--- config.mk ---
export PLATFORM = sky130hd
export DESIGN_NAME = synth_serial_prog
export DESIGN_NICKNAME = d
export VERILOG_FILES = /design/src/rtl/ssp_pkg.sv /design/src/rtl/ssp_sync.sv /design/src/rtl/ssp_frame.sv /design/src/rtl/ssp_latches.sv /design/src/rtl/synth_serial_prog.sv
export SDC_FILE = /design/constraint.sdc
export NUM_CORES = 1
export LEC_CHECK = 0
export BUFFER_PORTS_ARGS = -buffer_cell sky130_fd_sc_hd__buf_2
export CAP_MARGIN = 5
export CORE_MARGIN = 10
export CORE_UTILIZATION = 35
export DETAILED_ROUTE_END_ITERATION = 10
export GPL_TIMING_DRIVEN = 0
export PLACE_DENSITY = 0.55
export SYNTH_ARGS = -nofsm -noshare
export SYNTH_HDL_FRONTEND = slang
export SYNTH_SLANG_ARGS = --single-unit
--- constraint.sdc ---
create_clock -name clk -period 1.6 [get_ports clk]
set_clock_uncertainty 0.1 [all_clocks]
set_input_delay 0.16 -clock clk [delete_from_list [all_inputs] [get_ports clk]]
set_output_delay 0.16 -clock clk [all_outputs]
set_load 0.05 [all_outputs]
--- src/rtl/ssp_pkg.sv ---
package ssp_pkg;
  typedef enum logic [1:0] {
    DEST_NONE_A = 2'b00,
    DEST_DIV    = 2'b01,
    DEST_NONE_B = 2'b10,
    DEST_REF    = 2'b11
  } dest_e;

  localparam int unsigned DEST_W = 2;

  function automatic int unsigned max_u(int unsigned a, int unsigned b);
    return (a > b) ? a : b;
  endfunction
endpackage

--- src/rtl/ssp_sync.sv ---
module ssp_sync #(
  parameter int unsigned WIDTH  = 3,
  parameter int unsigned STAGES = 2
) (
  input  logic             clk,
  input  logic             rst_n,
  input  logic [WIDTH-1:0] async_in,
  output logic [WIDTH-1:0] sync_out
);
  for (genvar i = 0; i < WIDTH; i++) begin : g_bit
    logic [STAGES-1:0] chain;
    always_ff @(posedge clk or negedge rst_n) begin
      if (!rst_n) chain <= '0;
      else        chain <= {chain[STAGES-2:0], async_in[i]};
    end
    assign sync_out[i] = chain[STAGES-1];
  end
endmodule

--- src/rtl/ssp_frame.sv ---
module ssp_frame #(
  parameter int unsigned FRAME_W = 20
) (
  input  logic               clk,
  input  logic               rst_n,
  input  logic               sclk_s,
  input  logic               sdat_s,
  input  logic               load_s,
  output logic [FRAME_W-1:0] frame,
  output logic               commit
);
  logic sclk_q;
  logic load_q;

  always_ff @(posedge clk or negedge rst_n) begin
    if (!rst_n) begin
      sclk_q <= 1'b0;
      load_q <= 1'b0;
      frame  <= '0;
    end else begin
      sclk_q <= sclk_s;
      load_q <= load_s;
      if (sclk_s && !sclk_q) frame <= {frame[FRAME_W-2:0], sdat_s};
    end
  end

  assign commit = load_s && !load_q;
endmodule

--- src/rtl/ssp_latches.sv ---
module ssp_latches
  import ssp_pkg::*;
#(
  parameter int unsigned REF_W  = 17,
  parameter int unsigned MAIN_W = 14,
  parameter int unsigned SWAL_W = 4,
  parameter int unsigned PAY_W  = 18
) (
  input  logic                    clk,
  input  logic                    rst_n,
  input  logic                    commit,
  input  logic [PAY_W+DEST_W-1:0] frame,
  output logic [REF_W-1:0]        ref_word,
  output logic                    ref_upd,
  output logic                    ref_valid,
  output logic [MAIN_W-1:0]       div_main,
  output logic [SWAL_W-1:0]       div_swal,
  output logic                    div_upd,
  output logic                    div_valid
);
  localparam int unsigned DIV_W = MAIN_W + SWAL_W;

  dest_e            dest;
  logic [PAY_W-1:0] payload;
  logic             hit_ref;
  logic             hit_div;

  assign dest    = dest_e'(frame[DEST_W-1:0]);
  assign payload = frame[PAY_W+DEST_W-1:DEST_W];
  assign hit_ref = commit && (dest == DEST_REF);
  assign hit_div = commit && (dest == DEST_DIV);

  always_ff @(posedge clk or negedge rst_n) begin
    if (!rst_n) begin
      ref_word  <= '0;
      ref_upd   <= 1'b0;
      ref_valid <= 1'b0;
      div_main  <= '0;
      div_swal  <= '0;
      div_upd   <= 1'b0;
      div_valid <= 1'b0;
    end else begin
      ref_upd <= hit_ref;
      div_upd <= hit_div;
      if (hit_ref) begin
        ref_word  <= payload[REF_W-1:0];
        ref_valid <= 1'b1;
      end
      if (hit_div) begin
        div_main  <= payload[DIV_W-1:SWAL_W];
        div_swal  <= payload[SWAL_W-1:0];
        div_valid <= 1'b1;
      end
    end
  end
endmodule

--- src/rtl/synth_serial_prog.sv ---
module synth_serial_prog
  import ssp_pkg::*;
#(
  parameter int unsigned REF_W       = 17,
  parameter int unsigned MAIN_W      = 14,
  parameter int unsigned SWAL_W      = 4,
  parameter int unsigned SYNC_STAGES = 2
) (
  input  logic              clk,
  input  logic              rst_n,
  input  logic              ser_clk,
  input  logic              ser_dat,
  input  logic              ser_load,
  output logic [REF_W-1:0]  ref_word,
  output logic              ref_upd,
  output logic              ref_valid,
  output logic [MAIN_W-1:0] div_main,
  output logic [SWAL_W-1:0] div_swal,
  output logic              div_upd,
  output logic              div_valid
);
  localparam int unsigned PAY_W   = max_u(REF_W, MAIN_W + SWAL_W);
  localparam int unsigned FRAME_W = PAY_W + DEST_W;

  logic [2:0]         pins_s;
  logic [FRAME_W-1:0] frame;
  logic               commit;

  ssp_sync #(.WIDTH(3), .STAGES(SYNC_STAGES)) i_sync (
    .clk      (clk),
    .rst_n    (rst_n),
    .async_in ({ser_load, ser_dat, ser_clk}),
    .sync_out (pins_s)
  );

  ssp_frame #(.FRAME_W(FRAME_W)) i_frame (
    .clk    (clk),
    .rst_n  (rst_n),
    .sclk_s (pins_s[0]),
    .sdat_s (pins_s[1]),
    .load_s (pins_s[2]),
    .frame  (frame),
    .commit (commit)
  );

  ssp_latches #(
    .REF_W(REF_W), .MAIN_W(MAIN_W), .SWAL_W(SWAL_W), .PAY_W(PAY_W)
  ) i_latches (
    .clk       (clk),
    .rst_n     (rst_n),
    .commit    (commit),
    .frame     (frame),
    .ref_word  (ref_word),
    .ref_upd   (ref_upd),
    .ref_valid (ref_valid),
    .div_main  (div_main),
    .div_swal  (div_swal),
    .div_upd   (div_upd),
    .div_valid (div_valid)
  );
endmodule

# Word level (Yosys, flattened, before mapping)
# Index checks and enable logic that the tools add are counted.
# word_totals
reg_bits,67
output_inout_bits,39
elab_cells,21
# op_classes
n_eq_ne,2
n_reduce_logical,6
# op_table
op,count
logical AND 1 bit,4
equality test 2 x 1 -> 1 bit (second input constant),1
equality test 2 bit (second input constant),1
zero test 1 bit,2

# Logic depth before layout (Yosys ltp)
# depth
word_depth,3
depth_mapped,4

# Hierarchy
# Synthesis repeated with hierarchy kept, for this count alone.
# unflattened
hier_cells,138
hier_area_um2,2566.2
# by_module_without_submodules
mod,instances,cells_each,area_each_um2
ssp_latches,1,83,1482.7
ssp_frame,1,46,910.9
ssp_sync,1,9,172.7

# Least setup slack after synthesis
# OpenSTA, ideal clock, no wires.
# synth_timing
path_kind,reg2reg
from,register i_frame.frame[1]
to,register i_latches.div_main[0]
setup_time_ns,0.125
arrival_ns,1.135
required_time_ns,1.375
path_slack_ns,0.240
stages_incl_launch_ff,4
path_buffers,1
synth_period_minus_slack_ns,1.360
path_cell_list,dfrtp_1 and4bb_1 buf_6 mux2_2
# synth_between
elab_chain_len,2
# synth_lines
element,line_no,rtl
start: declaration,ssp_frame.sv:9,"output logic [FRAME_W-1:0] frame,"
start signal: assignment,ssp_frame.sv:23,"if (sclk_s && !sclk_q) frame <= {frame[FRAME_W-2:0], sdat_s};"
equality test 2 x 1 -> 1 bit,ssp_latches.sv:31,assign hit_div = commit && (dest == DEST_DIV);
logical AND 1 bit,ssp_latches.sv:31,
end signal: assignment,ssp_latches.sv:50,div_main <= payload[DIV_W-1:SWAL_W];
end: declaration,ssp_latches.sv:16,"output logic [MAIN_W-1:0] div_main,"
# No other way between the ends.
# A chain may end at the register's enable or synchronous reset.

# Worst setup path after layout
# layout_timing
from,register i_frame.frame[1]
to,register i_latches.div_main[3]
# Same word-level chain as after synthesis.

==> results.ini <==
[status]
status=finished clean

[floorplanning]
die_w_um=103.3
core-area_um2=6756
row_count=30
die_height_um=103.3
start_util_pct=35.94
io_pins=44
fp.dieArea_um2=10670

[power_and_ir_drop]
pwr-share-clk_pct=23.5
power.density_nw_per_um2=1933
comb_power_share_pct=33.7
max-vdd-ir-drop_v=0.0009091
switching_power_mw=2.215
p_int_mw=3.579
sequentialPowerShare_pct=42.8
netSwitchingFraction_pct=38.23
p_leak_nw=1.545

[cells_and_area]
fin_util_pct=44.37
nets=198
num_antenna_cells=0
drive_above_1_share_pct=59.39
syn_to_final_growth_pct=23.44
stdcell_area_um2=2998

[routing]
firstDrtPassIters=2
antenna_left=0
num_vias=1275
drt-total-wl_mm=4.374
avgRoutedWirePerCell_um=15.79
viasPerCell=4.603
drt_iter0_markers=24
drc=0

[clock_tree]
clkTransAtPathRegs_ns=0.06
cts_max_path_buffers=2
cts_num_sinks=67
root_buffer=clkbuf_8
cts_tree=built
clk_latency_ns=0.33
h-tree-depth=3
postCtsSetupBuffers=0
cts_buffers=9

[synth]
synth_cell_types=13
synthTopCellsByArea=dfrtp_1 (69%), mux2_2 (21%), mux2_4 (4.9%)
async_reset_ff_share_pct=100.0
yosysMostFrequentCell=dfrtp_1
yosys.area.top_type=dfrtp_1
ys_warn_count=0
netlist_instances=134
netlist_area_um2=2429
ys_seq_elements=67
avgSynthCellArea_um2=18.12
synth_nets=139
synth_edf_count=0
ys_seq_area_share_pct=69.04
netlist.area_leader.share_pct=69.04
ys_top_cells_by_count=dfrtp_1 (67), mux2_2 (45), mux2_4 (8), buf_6 (3)
synth_flop_cell=dfrtp_1

[timing]
rsz0062_at_grt=false
relSlewSlack_pct=51.91
fmax_mhz=684.8
setup_viol=0
tightest_slew_ns=0.7213
period_minus_slack_ns=1.460
setup-tns-final_ns=0
fin_crit_sh_pct=91.27
hold_viol_final=0
finalMaxSlewViolations=0

[place]
dpl_cell_area_um2=2764
place_congestion=0.7013
hpwl_mm=3.125
port_buffers=43

[worst_setup_path]
cp.arrival_ns=1.57
crit_required_ns=1.71
startpoint_type=flop
end_kind=flop
cp_max_fo=10
critical_path_class=flop to flop

[grt]
grt_pass1_wl_mm=7.279
antenna_found_initial=0
grt_usage_pct=9.086
grt_overflow=0
grt_max_degree=37
first_global_vias=1421

[hold_path]
hp-class=flop to flop

[run]
drv_cap=0

-- power by group through the flow --
stage | clock, mW | sequential, mW | combinational, mW
global route | 1.48 | 2.56 | 2.06
global placement | 0 | 2.48 | 1.96
detailed placement | 0 | 2.52 | 1.98
floorplan | 0 | 3.46 | 0.506
CTS | 1.41 | 2.49 | 2.00
finish | 1.36 | 2.48 | 1.95
-- path summary, 6_finish.rpt --
check | startpoint | end | slack [ns] | cells after the start
max in group asynchronous | rst_n | i_frame.frame[10] | 0.46 | 3
worst min-delay path | i_sync.g_bit[1].chain[0] | i_sync.g_bit[1].chain[1] | 0.25 | 0
worst max register to register | i_frame.frame[1] | i_latches.div_main[3] | 0.14 | 3
worst max-delay path | i_frame.frame[1] | i_latches.div_main[3] | 0.14 | 3
worst min register to register | i_sync.g_bit[1].chain[0] | i_sync.g_bit[1].chain[1] | 0.25 | 0
min in group asynchronous | rst_n | i_latches.div_main[10] | 0.32 | 2
-- timing repair --
item / in CTS / in global routing
endpoints found under the setup margin: 0 / 0
hold buffers: 4 / 0
endpoints found under the hold margin: 34 / 0
resized for setup: 0 / 0
-- critical path, stage by stage (launching register included) --
cell and delay, ns:
dfrtp_1 0.40, and4bb_1 0.31, buf_6 0.18, mux2_1 0.34
-- state kept, by name (all words and copies together), names as in the netlist --
register and cells:
i_latches.div_swal 4, i_latches.div_upd 1, i_latches.ref_upd 1, i_latches.div_valid 1
i_frame.frame 20, i_latches.ref_word 17, i_latches.ref_valid 1, i_sync.g_bit.chain 6
i_frame.load_q 1, i_frame.sclk_q 1, i_latches.div_main 14
-- cells by family (layout without fill, tap and decap cells) --
family / count (synthesis) / after routing / share of synthesized area, %
mux: 55 / 55 / 26.74
flops: 67 / 67 / 69.04
simple gates: 5 / 5 / 1.649
buf+inv: 7 / 70 / 2.576
-- per-stage QoR --
| step | std cells | worst slack, ns | hold slack, ns | total power, mW |
|---|---|---|---|---|
| after detailed placement | 258 | 0.1340 | 0.1535 | 4.504 |
| after floorplan | 134 | 0.2404 | -0.2356 | 3.966 |
| after global routing | 277 | 0.07126 | 0.2558 | 6.106 |
| after CTS | 277 | 0.1314 | 0.2525 | 5.894 |
| after global placement | 257 | 0.08072 | 0.1681 | 4.441 |
| final | 277 | 0.1397 | 0.2507 | 5.794 |
-- layout make-up --
class	instances	area (um^2)
Buffer	6	58.81
Clock buffer	13	158.9
Clock inverter	2	35.03
Fill cell	615	3759
Inverter	1	3.754
Multi-Input combinational cell	60	689.4
Sequential cell	67	1677
Tap cell	80	100.1
Timing Repair Buffer	48	275.3
-- metal layers --
metal | part of all wire [%] | track usage [%]
met1 | 43 | 10.38
met2 | 50 | 14.29
met3 | 5.6 | 3.123
met4 | 2.2 | 5.775
met5 | 0 | 0
-- cells in the final DEF, fill, tap and decap left out, drive strengths merged --
cell / netlist / routed
nand2b: 1 / 1
bufinv: 0 / 1
clkinv: 0 / 1
inv: 1 / 1
nand4b: 1 / 1
clkbuf: 0 / 13
dfrtp: 67 / 67
mux2: 55 / 55
nor2b: 1 / 1
or2: 1 / 1
buf: 6 / 50
and4bb: 1 / 1
dlygate4sd3: 0 / 4
Power figures use the tool's default switching activity.
